==> src/rtl/pcic_pkg.sv <==
package pcic_pkg;
    localparam int DATA_W   = 32;
    localparam int NLEV     = 16;
    localparam int SOFT_W   = NLEV - 1;
    localparam int TOP_W    = $clog2(NLEV);
    localparam int BIT_L15  = 15;
    localparam int BIT_TMR  = 14;
    localparam logic [DATA_W-1:0] SET_MASK = 32'hFFFE_0000;
    localparam logic [DATA_W-1:0] CLR_MASK = 32'hFFFE_8000;

    typedef enum logic [1:0] {
        W_PEND  = 2'd0,
        W_CLR   = 2'd1,
        W_SET   = 2'd2,
        W_SPARE = 2'd3
    } word_e;
endpackage

==> src/rtl/pcic_soft_reg.sv <==
module pcic_soft_reg
    import pcic_pkg::*;
(
    input  logic              clk,
    input  logic              rst_n,
    input  logic              wr_set,
    input  logic              wr_clr,
    input  logic [DATA_W-1:0] wdata,
    input  logic              timer_in,
    input  logic              lvl15_in,
    output logic [SOFT_W-1:0] soft_q,
    output logic              l15_q,
    output logic              tmr_q
);
    logic              l15_prev;
    logic [SOFT_W-1:0] set_bits, clr_bits;
    logic              rise, fall, wclr15;

    always_comb begin
        set_bits = wr_set ? (wdata & SET_MASK) >> (DATA_W - SOFT_W) : '0;
        clr_bits = wr_clr ? (wdata & CLR_MASK) >> (DATA_W - SOFT_W) : '0;
        rise     = lvl15_in & ~l15_prev;
        fall     = ~lvl15_in & l15_prev;
        wclr15   = wr_clr & wdata[BIT_L15];
    end

    always_ff @(posedge clk or negedge rst_n) begin
        if (!rst_n) begin
            soft_q   <= '0;
            l15_q    <= 1'b0;
            l15_prev <= 1'b0;
            tmr_q    <= 1'b0;
        end else begin
            soft_q   <= (soft_q | set_bits) & ~clr_bits;
            l15_prev <= lvl15_in;
            tmr_q    <= timer_in;
            if (rise)        l15_q <= 1'b1;
            else if (fall)   l15_q <= 1'b0;
            else if (wclr15) l15_q <= 1'b0;
        end
    end

    a_r3_set_sticks: assert property (@(posedge clk) disable iff (!rst_n)
        wr_set |=> ((soft_q & $past(set_bits)) == $past(set_bits)));
    a_r6_timer_follows: assert property (@(posedge clk) disable iff (!rst_n)
        1'b1 |=> (tmr_q == $past(timer_in)));
    a_r9_rise_wins: assert property (@(posedge clk) disable iff (!rst_n)
        (lvl15_in && !l15_prev) |=> l15_q);
endmodule

==> src/rtl/pcic_hw_mirror.sv <==
module pcic_hw_mirror
    import pcic_pkg::*;
(
    input  logic            clk,
    input  logic            rst_n,
    input  logic [NLEV-1:0] hw_levels,
    input  logic            is_target,
    input  logic            master_off,
    output logic [NLEV-1:0] mir_q,
    output logic            off_q
);
    always_ff @(posedge clk or negedge rst_n) begin
        if (!rst_n) begin
            mir_q <= '0;
            off_q <= 1'b0;
        end else begin
            mir_q <= is_target ? {hw_levels[NLEV-1:1], 1'b0} : '0;
            off_q <= master_off;
        end
    end

    a_r7_no_target_no_mirror: assert property (@(posedge clk) disable iff (!rst_n)
        !is_target |=> (mir_q == '0));
endmodule

==> src/rtl/pcic_level_merge.sv <==
module pcic_level_merge
    import pcic_pkg::*;
(
    input  logic [SOFT_W-1:0] soft_q,
    input  logic              l15_q,
    input  logic              tmr_q,
    input  logic [NLEV-1:0]   mir_q,
    input  logic              off_q,
    output logic [NLEV-1:0]   vec,
    output logic [TOP_W-1:0]  top
);
    assign vec[0] = 1'b0;

    for (genvar g = 1; g < NLEV; g++) begin : g_lvl
        logic side;
        if (g == BIT_L15)      begin : g_l15 assign side = l15_q; end
        else if (g == BIT_TMR) begin : g_tmr assign side = tmr_q; end
        else                   begin : g_no  assign side = 1'b0;  end
        assign vec[g] = soft_q[g-1] | (~off_q & (mir_q[g] | side));
    end

    always_comb begin
        top = '0;
        for (int i = 1; i < NLEV; i++) begin
            if (vec[i]) top = i[TOP_W-1:0];
        end
    end
endmodule

==> src/rtl/pcic_combiner.sv <==
module pcic_combiner
    import pcic_pkg::*;
(
    input  logic        clk,
    input  logic        rst_n,
    input  logic        acc_valid,
    input  logic        acc_write,
    input  logic [1:0]  acc_word,
    input  logic [31:0] acc_wdata,
    output logic [31:0] acc_rdata,
    input  logic        timer_in,
    input  logic        lvl15_in,
    input  logic        master_off,
    input  logic        is_target,
    input  logic [15:0] hw_levels,
    output logic [15:0] irq_vec,
    output logic [3:0]  irq_top
);
    logic [SOFT_W-1:0] soft_q;
    logic              l15_q, tmr_q, off_q;
    logic [NLEV-1:0]   mir_q;
    logic [DATA_W-1:0] pend;
    logic              wr_set, wr_clr;
    word_e             wsel;

    assign wsel   = word_e'(acc_word);
    assign wr_set = acc_valid & acc_write & (wsel == W_SET);
    assign wr_clr = acc_valid & acc_write & (wsel == W_CLR);

    pcic_soft_reg u_soft (
        .clk(clk), .rst_n(rst_n), .wr_set(wr_set), .wr_clr(wr_clr),
        .wdata(acc_wdata), .timer_in(timer_in), .lvl15_in(lvl15_in),
        .soft_q(soft_q), .l15_q(l15_q), .tmr_q(tmr_q)
    );

    pcic_hw_mirror u_mir (
        .clk(clk), .rst_n(rst_n), .hw_levels(hw_levels), .is_target(is_target),
        .master_off(master_off), .mir_q(mir_q), .off_q(off_q)
    );

    pcic_level_merge u_merge (
        .soft_q(soft_q), .l15_q(l15_q), .tmr_q(tmr_q), .mir_q(mir_q),
        .off_q(off_q), .vec(irq_vec), .top(irq_top)
    );

    assign pend = {soft_q, 1'b0, l15_q | mir_q[BIT_L15], tmr_q | mir_q[BIT_TMR],
                   mir_q[BIT_TMR-1:0]};

    always_comb begin
        unique case (wsel)
            W_PEND:  acc_rdata = pend;
            W_CLR,
            W_SET,
            W_SPARE: acc_rdata = '0;
        endcase
    end

    a_r8_level0_zero: assert property (@(posedge clk) disable iff (!rst_n)
        irq_vec[0] == 1'b0);
    a_r8_top_is_set: assert property (@(posedge clk) disable iff (!rst_n)
        (irq_vec != '0) |-> irq_vec[irq_top]);
    a_r6_off_blocks: assert property (@(posedge clk) disable iff (!rst_n)
        off_q |-> ((irq_vec[NLEV-1:1] & ~soft_q) == '0));
    a_r3_bit16_zero: assert property (@(posedge clk) disable iff (!rst_n)
        pend[16] == 1'b0 && pend[0] == 1'b0);
endmodule

==> config.mk <==
export PLATFORM = sky130hd
export DESIGN_NAME = pcic_combiner
export DESIGN_NICKNAME = d
export VERILOG_FILES = /design/src/rtl/pcic_pkg.sv /design/src/rtl/pcic_soft_reg.sv /design/src/rtl/pcic_hw_mirror.sv /design/src/rtl/pcic_level_merge.sv /design/src/rtl/pcic_combiner.sv
export SDC_FILE = /design/constraint.sdc
export NUM_CORES = 1
export LEC_CHECK = 0
export BUFFER_PORTS_ARGS = -buffer_cell sky130_fd_sc_hd__clkbuf_2
export CAP_MARGIN = 20
export CELL_PAD_IN_SITES_DETAIL_PLACEMENT = 2
export CELL_PAD_IN_SITES_GLOBAL_PLACEMENT = 2
export CORE_MARGIN = 2
export CORE_UTILIZATION = 24
export CTS_BUF_LIST = sky130_fd_sc_hd__clkbuf_8 sky130_fd_sc_hd__clkbuf_16
export CTS_CLUSTER_DIAMETER = 60
export DETAILED_ROUTE_END_ITERATION = 12
export GPL_TIMING_DRIVEN = 0
export HOLD_SLACK_MARGIN = 0.15
export PLACE_DENSITY = 0.95
export RECOVER_POWER = 25
export REMOVE_ABC_BUFFERS = 1
export SLEW_MARGIN = 20
export SYNTH_ARGS = -nofsm -noshare
export SYNTH_HDL_FRONTEND = slang
export SYNTH_SLANG_ARGS = --single-unit
==> constraint.sdc <==
create_clock -name clk -period 3.6 [get_ports clk]
set_input_delay 0.18 -clock clk [delete_from_list [all_inputs] [get_ports clk]]
set_output_delay 0.18 -clock clk [all_outputs]
set_load 0.01 [all_outputs]
# == Word level (Yosys, flattened, before mapping) ==
# Cells that the tools add are included.
# W data, S select, Z words.
# totals
in_bits,58
output_inout_bits,52
memories,0
wordCells,78
ram_bits,0
romBits,0
ff_bits,35
latchBits,0
# classes
shifts,0
muxes,22
n_eq_ne,3
add_sub_neg,0
div,0
n_lt_le_gt_ge,0
reduce_logical,3
bitwise,44
mul,0
# ops
op,count
$pmux W32 S2,1
$mux W4,14
$mux W15,2
$and A1 B1 Y1,21
$or A1 B1 Y1,17
$mux W16,1
$and A15 B15 Y15,1
$not A15 Y15,1
$or A15 B15 Y15,1
$eq A2 B2 Y1 const B,2
$mux W1,4
$not A1 Y1,3
$reduce_bool A3 Y1,1
$reduce_or A3 Y1,1
$eq A2 B1 Y1 const B,1
$logic_not A2 Y1,1

# == Depth between registers and ports, before layout ==
# Gate-level depths: netlist (run 1).
# logic_depth
ltp_word,18
depth_mapped,7
mapped_depth_nobuf,6

# == Modules after synthesis ==
# Synthesis (run 1) repeated with hierarchy kept, for this count alone.
# hier_totals
cells_unflattened,186
area_unflattened_um2,1789.2
# by_module_without_submodules
module,area_each_um2,n_inst,cells_per_inst,seq_area_each_um2
pcic_soft_reg,651.9,1,54,450.4
pcic_hw_mirror,530.5,1,34,400.4
pcic_level_merge,335.3,1,58,0.0
pcic_combiner,271.5,1,40,0.0

# == Worst setup path before layout (run 1) ==
# OpenSTA, ideal clock, no wires.
# synth_path
kind,flip-flop to output port
startpoint,register u_mir.off_q
endpoint,output port irq_top[0]
n_path_buf,1
path_stages_with_launch,6
required_time_ns,3.420
t_arrival_ns,1.350
path_slack_ns,2.070
path_cell_list,dfrtp_1 > inv_2 > buf_6 > a21o_2 > a2111o_1 > o21ai_1
# synth_between
word_cells_on_any_way,46
cone_classes,15 x mux; 31 x bitwise
# synth_lines
element,line,text
"start, declared",pcic_hw_mirror.sv:10,output logic off_q
"start signal, assigned",pcic_hw_mirror.sv:18,off_q <= master_off;
$not A1 Y1,pcic_level_merge.sv:19,assign vec[g] = soft_q[g-1] | (~off_q & (mir_q[g] | side));
$and A1 B1 Y1,pcic_level_merge.sv:19,
$or A1 B1 Y1,pcic_level_merge.sv:19,
via irq_vec[12],pcic_combiner.sv:16,"output logic [15:0] irq_vec,"
$mux W4 (4 in a row),pcic_level_merge.sv:25,if (vec[i]) top = i[TOP_W-1:0];
"end, declared",pcic_combiner.sv:17,output logic [3:0] irq_top
# The timed path passes the listed nets, and every way through them passes these cells.

# == Final worst setup path (run 1) ==
# layout_path
startpoint,register u_mir.off_q
endpoint,output port irq_top[0]
# layout_between
elab_chain_cells,18
word_cells_on_any_way,46
cone_classes,15 x mux; 31 x bitwise
# layout_lines
element,line
$not A1 Y1 *,pcic_level_merge.sv:19
$and A1 B1 Y1,pcic_level_merge.sv:19
$or A1 B1 Y1,pcic_level_merge.sv:19
$mux W1,pcic_level_merge.sv:25
$mux W4 (13 in a row),pcic_level_merge.sv:25
$mux W4 *,pcic_level_merge.sv:25
# Every way passes the cells marked *; elsewhere a longest branch is shown, timed or not.

==> results.py, run 1 <==
metrics = {
    "critical_path": {
        "path_max_fanout": 13,
        "critPathRequiredTime_ns": 3.42,
        "worstSetupStartpointType": "flip-flop",
        "crit_path_end_kind": "output pin",
        "worstPathArrival_ns": 2.10,
        "critical_path_class": "reg -> out",
    },
    "die": {
        "core-area_um2": 6830,
        "die_h_um": 88.4,
        "initial_core_util_pct": 25.0,
        "die_w_um": 88.4,
        "ioPinCount": 110,
        "die-area_um2": 7810,
        "core.rowCount": 30,
    },
    "final_layout": {
        "drive_gt1_share_pct": 34.9,
        "diodes": 0,
        "seq_area_um2": 851,
        "nFillCells": 840,
        "nets": 365,
        "syn2layout_area_growth_pct": 56.1,
        "multi_input_area_um2": 790,
    },
    "timing": {
        "tightest_slew_ns": 1.88,
        "drv_slew": 35,
        "finalCriticalPeriod_ns": 2.28,
        "rsz0062_at_grt": "no",
        "finClkSkew_ns": 0.000572,
        "fmax_mhz": 438,
        "hold_violations": 0,
        "slew-limit-headroom_pct": -25.2,
        "tns_ns": 0,
        "setup_ws_ns": 1.32,
        "fin_crit_sh_pct": 63.5,
        "whs_ns": 0.223,
        "setup_viol": 0,
    },
    "drt": {
        "drtIter0Drc": 14,
        "wl_met2_um": 4060,
        "antenna_left": 0,
        "dr_wl_met3_um": 252,
        "avgRoutedWirePerCell_um": 17.5,
        "viasPerCell": 4.50,
        "drc": 0,
        "routed-via-count": 1814,
        "wirelength_um": 7040,
        "highest_layer": "met4",
        "drt-pass1-iter-count": 4,
        "drt-met1-wl_um": 2660,
    },
    "yosys": {
        "synth_top_area_share_pct": 49.8,
        "syn_inst": 183,
        "ys_dominant_reg_cell": "dfrtp_1",
        "netlist_top_cells_count": "and2_1, a21oi_1, dfrtp_1, nor2_1, inv_1",
        "avgSynthCellArea_um2": 9.34,
        "yosysUniqueCellTypes": 28,
        "synthTopCellsByArea": "dfrtp_1, and2_1, a21oi_1",
        "yosys.area.top_type": "dfrtp_1",
        "synth.most_common_cell": "and2_1",
        "ys_warn_count": 0,
        "synthesis.area_um2": 1710,
        "synthArstFlopShare_pct": 100,
        "synth_edf_count": 0,
        "synth_seq_area_share_pct": 49.8,
        "ys_ff_latch": 34,
    },
    "grt": {
        "grt_pass1_vias": 2100,
        "grt_pass1_wl_um": 10700,
        "grt_max_degree": 35,
        "grt_antenna_before_repair": 0,
        "grt_use_total_pct": 18.5,
        "overflow": 0,
    },
    "power_and_ir_drop": {
        "p_int_mw": 0.714,
        "combPwrFrac_pct": 31.8,
        "p_clk_share_pct": 24.2,
        "irDropWorstVdd_v": 0.000133,
        "switching_share_pct": 34.7,
        "p_seq_share_pct": 44.0,
        "p_leak_nw": 1.35,
        "p_per_area_nw_per_um2": 410,
        "switching_power_mw": 0.379,
    },
    "run_status": {
        "status": "finished with violations",
        "violations": "capacitance limit, slew limit",
    },
    "job": {
        "cap_violations": 1,
    },
    "clocking": {
        "clk_latency_ns": 0.27,
        "numCtsBuffers": 5,
        "cts.sinks": 34,
        "ctsLongestPathBuffers": 2,
        "path_clk_slew_ns": 0.07,
        "htree_levels": 2,
        "tritoncts": "built",
        "cts.root.buffer_cell": "clkbuf_8",
    },
    "placed_design": {
        "place_congestion": 0.735,
        "place_hpwl_um": 5040,
        "dp_slack_ns": 1.62,
        "portBuffers": 89,
    },
    "hold_path": {
        "hp-class": "in -> reg",
    },
}
==> metrics by stage <==
| stage | instance area (µm²) | utilization, % | power (mW) | instances |
|---|---|---|---|---|
| 3_3_place_gp | 2230 | 32.6 | 0.782 | 361 |
| 6_report | 2670 | 39.1 | 1.09 | 403 |
| 2_1_floorplan | 1660 | - | 0.643 | 176 |
| 3_5_place_dp | 2250 | 33.0 | 0.806 | 362 |
| 4_1_cts | 2670 | 39.1 | 1.10 | 403 |
| 5_1_grt | 2670 | 39.1 | 1.16 | 403 |
==> worst max-delay path: stages (launching register included) <==
cell and delay, ns:
dfrtp_1 0.50, inv_2 0.20, a21oi_1 0.35, inv_1 0.11, a2111o_1 0.37, o21ai_1 0.13, clkbuf_2 0.16
==> final timing paths <==
path / cells after the start / slack [ns] / start / end
min in group asynchronous: 2 / 0.97 / rst_n / u_soft.soft_q[6]
worst min-delay path: 3 / 0.22 / acc_wdata[15] / u_soft.l15_q
worst min register to register: 2 / 0.57 / u_soft.soft_q[1] / u_soft.soft_q[1]
worst max register to register: 4 / 2.74 / u_soft.l15_prev / u_soft.l15_q
worst max-delay path: 6 / 1.32 / u_mir.off_q / irq_top[0]
max in group asynchronous: 2 / 1.55 / rst_n / u_soft.l15_prev
==> registers in the layout, indices dropped and copies added (netlist names) <==
signal / count
u_soft.l15_q: 1
u_soft.soft_q: 15
u_soft.tmr_q: 1
u_mir.mir_q: 15
u_soft.l15_prev: 1
u_mir.off_q: 1
==> layout make-up <==
| type | count | share of cell area (%) |
|---|---|---|
| Clock buffer | 5 | 2.58 |
| Timing Repair Buffer | 124 | 29.8 |
| Tap cell | 96 | 4.50 |
| Clock inverter | 2 | 0.281 |
| Inverter | 10 | 1.41 |
| Multi-Input combinational cell | 132 | 29.6 |
| Sequential cell | 34 | 31.9 |
==> power by group through the flow <==
stage	logic, mW	clock network, mW	registers, mW
final	0.348	0.264	0.481
after global routing	0.385	0.291	0.489
after CTS	0.348	0.273	0.481
after detailed placement	0.318	0	0.488
after global placement	0.300	0	0.482
after floorplan	0.174	0	0.469
==> logic make-up after synthesis <==
family,Yosys count,synth area share (%)
AND/OR/NAND/NOR,69,23.7
AO/OA/AOI/OAI,60,20.9
flip-flops,34,49.8
buffers and inverters,19,5.34
other,1,0.219
==> metal layers <==
metal | vias up | track usage (%)
met5 | - | 0
met4 | 0 | 4.96
met3 | 6 | 2.89
met2 | 51 | 37.3
met1 | 897 | 19.6
li1 | 860 | -
==> cell usage in the layout (no fill, tap or decap), drive strengths merged, types with 2 or more instances in the layout <==
cell type / Yosys / routed
nor3b: 2 / 2
inv: 10 / 12
o21bai: 2 / 2
and2: 43 / 43
conb: 1 / 3
dlygate4sd3: 0 / 34
nor3: 5 / 5
nand3: 2 / 2
a21o: 7 / 7
o211ai: 2 / 2
a21oi: 42 / 42
clkbuf: 4 / 94
dfrtp: 34 / 34
nor2: 12 / 12
o21ai: 5 / 5
==> timing repair <==
action | CTS | global route
endpoints found under the setup margin | 0 | 0
buffers inserted | 0 | 0
resized for setup | 0 | 0
endpoints found under the hold margin | 68 | 0
hold buffers | 34 | 0
Note: power is estimated with default switching activity, not from simulation.
==> run 2, diff against run 1 <==
ABC_AREA = 1   (was not set)
CORE_UTILIZATION = 22   (was 24)
PLACE_DENSITY = 0.92   (was 0.95)
clock period = 2.35 ns   (was 3.6 ns; I/O delays follow)
==> run 2 against run 1 <==
Compared with the run above: the flow now finishes without violations; sequential share of layout area down 1.4 points; non-clock buffer count up 3; design area up 4.5%; worst setup slack worse by 1.0 ns; clock power up 68%; count of clock-buffer cells in the layout up 1; critical path type unchanged; combinational power up 62%; die area up 13%; routed wire length up 0.27%.
==> results.py, run 2 <==
metrics = {
    "yosys": {
        "yosysUniqueCellTypes": 21,
        "synthArstFlopShare_pct": 100,
        "ys_warn_count": 0,
        "netlist_top_cells_count": "inv_1, nand2_1, dfrtp_1, nor2_1, a22oi_1",
        "synth_top_area_share_pct": 47.6,
        "ys_dominant_reg_cell": "dfrtp_1",
        "synth_seq_area_share_pct": 47.6,
        "yosys.area.top_type": "dfrtp_1",
        "synth.most_common_cell": "inv_1",
        "syn_inst": 235,
        "synthesis.area_um2": 1790,
        "synthTopCellsByArea": "dfrtp_1, inv_1, nand2_1",
        "ys_ff_latch": 34,
        "synth_edf_count": 0,
        "avgSynthCellArea_um2": 7.60,
    },
    "timing": {
        "hold_violations": 0,
        "whs_ns": 0.297,
        "fin_crit_sh_pct": 88.7,
        "rsz0062_at_grt": "no",
        "setup_ws_ns": 0.266,
        "finalCriticalPeriod_ns": 2.08,
        "drv_slew": 0,
        "fmax_mhz": 480,
        "tightest_slew_ns": 1.36,
        "slew-limit-headroom_pct": 9.13,
        "setup_viol": 0,
        "tns_ns": 0,
        "finClkSkew_ns": 0.0000578,
    },
    "drt": {
        "drt-pass1-iter-count": 4,
        "wirelength_um": 7060,
        "routed-via-count": 1944,
        "drc": 0,
        "drtIter0Drc": 49,
        "avgRoutedWirePerCell_um": 15.2,
        "antenna_left": 0,
        "viasPerCell": 4.19,
    },
    "hold_path": {
        "hp-class": "in -> reg",
        "hold_start": "is_target",
    },
    "clocking": {
        "cts.root.buffer_cell": "clkbuf_8",
        "path_clk_slew_ns": 0.07,
        "numCtsBuffers": 5,
        "tritoncts": "built",
        "ctsLongestPathBuffers": 2,
        "clk_latency_ns": 0.28,
        "cts.sinks": 34,
        "htree_levels": 2,
    },
    "job": {
        "cap_violations": 0,
    },
    "placed_design": {
        "dp_cells": 418,
        "dp_slack_ns": 0.366,
        "portBuffers": 89,
        "place_congestion": 0.737,
        "place_hpwl_um": 4890,
    },
    "critical_path": {
        "worstPathArrival_ns": 1.97,
        "critical_path_class": "reg -> out",
        "crit_chain": "clkinv_4, buf_4, a21oi_1, inv_1, nor2_2, nand2_1, nand3_1, nand3_1, nand3_1, nand3_1, clkbuf_2",
        "cp_top_family": "buffers and inverters",
        "path_buf_inv": 4,
        "worst_path_max_delay_cell": "dfrtp_1",
        "worstSetupStartpointType": "flip-flop",
        "path_max_fanout": 8,
        "crit_path_end_kind": "output pin",
        "critPathRequiredTime_ns": 2.23,
        "critPathMostFrequentCell": "nand3_1",
        "crit_path_max_incr_delay_ns": 0.43,
        "worstSetupStartpoint": "u_mir.off_q",
        "reg2reg_from": "u_soft.soft_q[3]",
    },
    "grt": {
        "grt_use_total_pct": 17.1,
        "overflow": 0,
        "grt_max_degree": 35,
        "grt_pass1_wl_um": 11400,
        "grt_antenna_before_repair": 0,
        "grt_pass1_vias": 2261,
    },
    "die": {
        "die_h_um": 94.1,
        "die_w_um": 94.1,
        "core.rowCount": 32,
        "core-area_um2": 7810,
        "ioPinCount": 110,
        "initial_core_util_pct": 22.9,
        "die-area_um2": 8860,
    },
    "power_and_ir_drop": {
        "p_per_area_nw_per_um2": 615,
        "p_leak_nw": 1.58,
        "irDropWorstVdd_v": 0.000181,
    },
    "final_layout": {
        "multi_input_area_um2": 668,
        "nFillCells": 945,
        "final_util_pct": 35.7,
        "reg_top3": "u_mir.mir_q (15), u_soft.soft_q (15)",
        "mostFrequentLayoutCells": "clkbuf_2, inv_1, nand2_1",
        "layout_commonest_cell": "clkbuf_2",
        "final_cells": 464,
        "drive_gt1_share_pct": 31.2,
        "syn2layout_area_growth_pct": 56.0,
        "nets": 419,
        "diodes": 0,
        "seq_area_um2": 851,
    },
    "run_status": {
        "status": "completed",
    },
}
[run 2: tightest hold or removal path: cells and delay by family]
kind / cells / cell delay, ns
buf+inv: 2 / 0.29
simple gates: 1 / 0.13
[run 2: logic make-up (layout without fill, tap and decap cells)]
family	after synthesis	after routing	share of synthesized area, %
flops	34	34	47.6
simple gates	98	98	23.4
compound gates	31	31	12.7
other cells	1	3	0.210
buf+inv	71	196	16.1
[run 2: layout make-up]
cell class,instances,area share (%)
multi-input combinational,132,24.0
tap,102,4.58
clock inverter,2,0.314
sequential,34,30.5
timing repair buffer,127,29.3
inverter,61,8.39
clock buffer,6,2.96
[run 2: path summary, 6_finish.rpt]
check                              endpoint  slack (ns)  depth (start not counted)
hold / removal               u_mir.mir_q[8]        0.30                          3
min in group asynchronous  u_soft.soft_q[0]        0.49                          2
hold reg to reg                u_soft.l15_q        0.46                          1
setup reg to reg           u_soft.soft_q[3]        1.54                          2
max in group asynchronous       u_mir.off_q        1.32                          2
setup / recovery                 irq_top[1]        0.27                         11
[run 2: power breakdown]
group	internal (mW)	switching, mW
sequential	0.661	0.0461
clock	0.232	0.211
combinational	0.220	0.343
total	1.11	0.600
[run 2: through the flow]
stage	total power [mW]	cell area (µm²)
4_1_cts	1.74	2760
2_1_floorplan	0.996	1740
3_3_place_gp	1.20	2310
3_5_place_dp	1.23	2320
6_report	1.71	2790
5_1_grt	1.84	2790
[run 2: what timing repair did]
item | 4_1_cts | 5_1_grt
setup buffers | 0 | 3
hold buffers | 35 | 0
resized for setup | 0 | 5
endpoints found under the setup margin | 0 | 1
endpoints found under the hold margin | 68 | 0
[run 2: layer usage]
layer | track usage [%] | wire (µm) | vias up
met5 | 0 | 0 | -
met4 | 4.95 | 77 | 0
met3 | 1.93 | 248 | 5
met2 | 34.2 | 3960 | 52
met1 | 18.5 | 2780 | 945
li1 | - | - | 942
==> run 3, diff against run 2 <==
CORE_UTILIZATION = 23   (was 22)
PLACE_DENSITY = 0.95   (was 0.92)
clock period = 2.63 ns   (was 2.35 ns; I/O delays follow)
==> run 3 against run 2 <==
Compared with the run above: sequential power decreased by 11%; die area decreased by 4.2%; total power decreased by 11%; flip-flop and latch count unchanged.
==> results.py, run 3 (synthesis gave the netlist of run 2 again) <==
metrics = {
    "critical_path": {
        "worstSetupStartpoint": "u_mir.off_q",
        "r2r_end": "u_soft.l15_q",
        "critPathMostFrequentCell": "nand2_1",
        "r2r_setup_slack_ns": 1.88,
        "path_buf_inv": 2,
        "critical_path_class": "reg -> out",
        "worst_path_max_delay_cell": "dfrtp_1",
        "crit_path_end_kind": "output pin",
        "path_max_fanout": 13,
        "cp_top_family": "simple AND/OR/NAND/NOR gates",
        "crit_chain": "inv_2, nand2_1, nand2_1, nand2_1, nand2_1, nand2_1, nand2_1, nand2_1, nand2_1, nand2_1, nand2_1, nand2_1, nand2_1, nand2_1, nand2_1, nand2_1, nand2_1, clkbuf_2",
        "reg2reg_from": "u_soft.l15_prev",
        "critPathRequiredTime_ns": 2.50,
        "worstSetupStartpointType": "flip-flop",
        "crit_path_max_incr_delay_ns": 0.43,
        "worstPathArrival_ns": 2.19,
        "ff2ff_path_depth": 3,
    },
    "die": {
        "ioPinCount": 110,
        "die_w_um": 92.1,
        "core.rowCount": 32,
        "die-area_um2": 8490,
        "die_h_um": 92.1,
        "core-area_um2": 7610,
        "initial_core_util_pct": 23.5,
    },
    "final_layout": {
        "mostFrequentLayoutCells": "clkbuf_2, inv_1, nand2_1",
        "diodes": 0,
        "drive_gt1_share_pct": 29.8,
        "nets": 416,
        "nFillCells": 914,
        "syn2layout_area_growth_pct": 54.1,
        "layout_commonest_cell": "clkbuf_2",
        "reg_top3": "u_mir.mir_q (15), u_soft.soft_q (15)",
        "final_area_um2": 2750,
    },
    "drt": {
        "routed-via-count": 1962,
        "drc": 0,
        "antenna_left": 0,
        "drt-pass1-iter-count": 3,
        "avgRoutedWirePerCell_um": 15.4,
        "wirelength_um": 7090,
        "viasPerCell": 4.26,
        "drtIter0Drc": 25,
    },
    "clocking": {
        "tritoncts": "built",
        "cts.sinks": 34,
        "cts.root.buffer_cell": "clkbuf_8",
        "htree_levels": 2,
        "cts_resized": 0,
        "ctsLongestPathBuffers": 2,
        "path_clk_slew_ns": 0.07,
        "numCtsBuffers": 5,
        "clk_latency_ns": 0.28,
    },
    "hold_path": {
        "hold_start": "acc_word[0]",
        "hp-class": "in -> reg",
        "min_to": "u_soft.soft_q[5]",
        "worstHoldPathCells": 4,
    },
    "timing": {
        "finalCriticalPeriod_ns": 2.32,
        "tightest_slew_ns": 1.26,
        "slew-limit-headroom_pct": 15.9,
        "tns_ns": 0,
        "rsz0062_at_grt": "no",
        "hold_violations": 0,
        "fmax_mhz": 431,
        "fin_crit_sh_pct": 88.3,
        "drv_slew": 0,
        "setup_viol": 0,
        "finClkSkew_ns": 0.000229,
    },
    "grt": {
        "grt_antenna_before_repair": 0,
        "grt_pass1_vias": 2325,
        "overflow": 0,
        "grt_pass1_wl_um": 11600,
        "grt_max_degree": 35,
        "grt_use_total_pct": 17.9,
    },
    "power_and_ir_drop": {
        "irDropWorstVdd_v": 0.000168,
        "p_leak_nw": 1.56,
        "p_per_area_nw_per_um2": 555,
    },
    "placed_design": {
        "place_hpwl_um": 4790,
        "portBuffers": 89,
        "place_congestion": 0.710,
        "dpl-instance-area_um2": 2320,
    },
    "job": {
        "cap_violations": 0,
    },
    "run_status": {
        "status": "completed",
    },
}
[run 3: cell types whose count changed in the layout (fill, tap and decap cells not counted)]
| cell | delta |
|---|---|
| a21oi_1 | +1 |
| a21oi_2 | -1 |
| buf_4 | -3 |
| clkbuf_1 | +2 |
| clkbuf_2 | -2 |
| clkinv_4 | -1 |
| inv_2 | +1 |
[run 3: final cells by class]
| type | count | area, µm² | share of cell area [%] |
|---|---|---|---|
| sequential | 34 | 851 | 30.9 |
| timing repair buffer | 124 | 791 | 28.7 |
| multi-input combinational | 132 | 664 | 24.1 |
| inverter | 61 | 229 | 8.31 |
| tap | 102 | 128 | 4.63 |
| clock buffer | 6 | 82.6 | 3.00 |
| clock inverter | 2 | 8.76 | 0.318 |
[run 3: how the worst max path moves through the flow]
stage                 endpoint  slack [ns]  depth (start not counted)
global placement    irq_top[0]        0.68                         18
global route        irq_top[0]        0.09                         18
finish              irq_top[0]        0.31                         18
floorplan           irq_top[0]        1.05                         17
CTS                 irq_top[0]        0.31                         18
detailed placement  irq_top[0]        0.65                         18
[run 3: what timing repair did]
item	CTS	global route
setup endpoints to repair	0	0
hold buffers	35	0
setup buffers	0	0
hold endpoints to repair	68	0
[run 3: report_power, final]
group          switching, mW  internal (mW)
sequential            0.0421          0.590
combinational          0.306          0.193
clock                  0.191          0.207
total                  0.539          0.991
[run 3: worst reg2reg max path: stages (launching register included)]
cell and delay [ns]:
dfrtp_1 0.39, nand2_1 0.08, nand3_1 0.09, o21ai_0 0.11
[run 3: per-stage QoR]
step	setup WS, ns	cells	hold WS (ns)	util [%]	power [mW]
2_1_floorplan	1.05	227	-0.164	-	0.890
3_5_place_dp	0.655	418	0.242	30.5	1.10
3_3_place_gp	0.680	418	0.243	30.3	1.08
5_1_grt	0.0876	461	0.351	36.2	1.65
4_1_cts	0.314	461	0.259	36.3	1.55
6_report	0.309	461	0.327	36.2	1.53
[run 3: metal layers]
metal | track usage (%) | share of wire (%) | vias up
met5 | 0 | 0 | -
met3 | 2.71 | 2.6 | 8
li1 | - | - | 937
met4 | 5.35 | 1.5 | 0
met2 | 36.2 | 58 | 46
met1 | 18.7 | 38 | 971
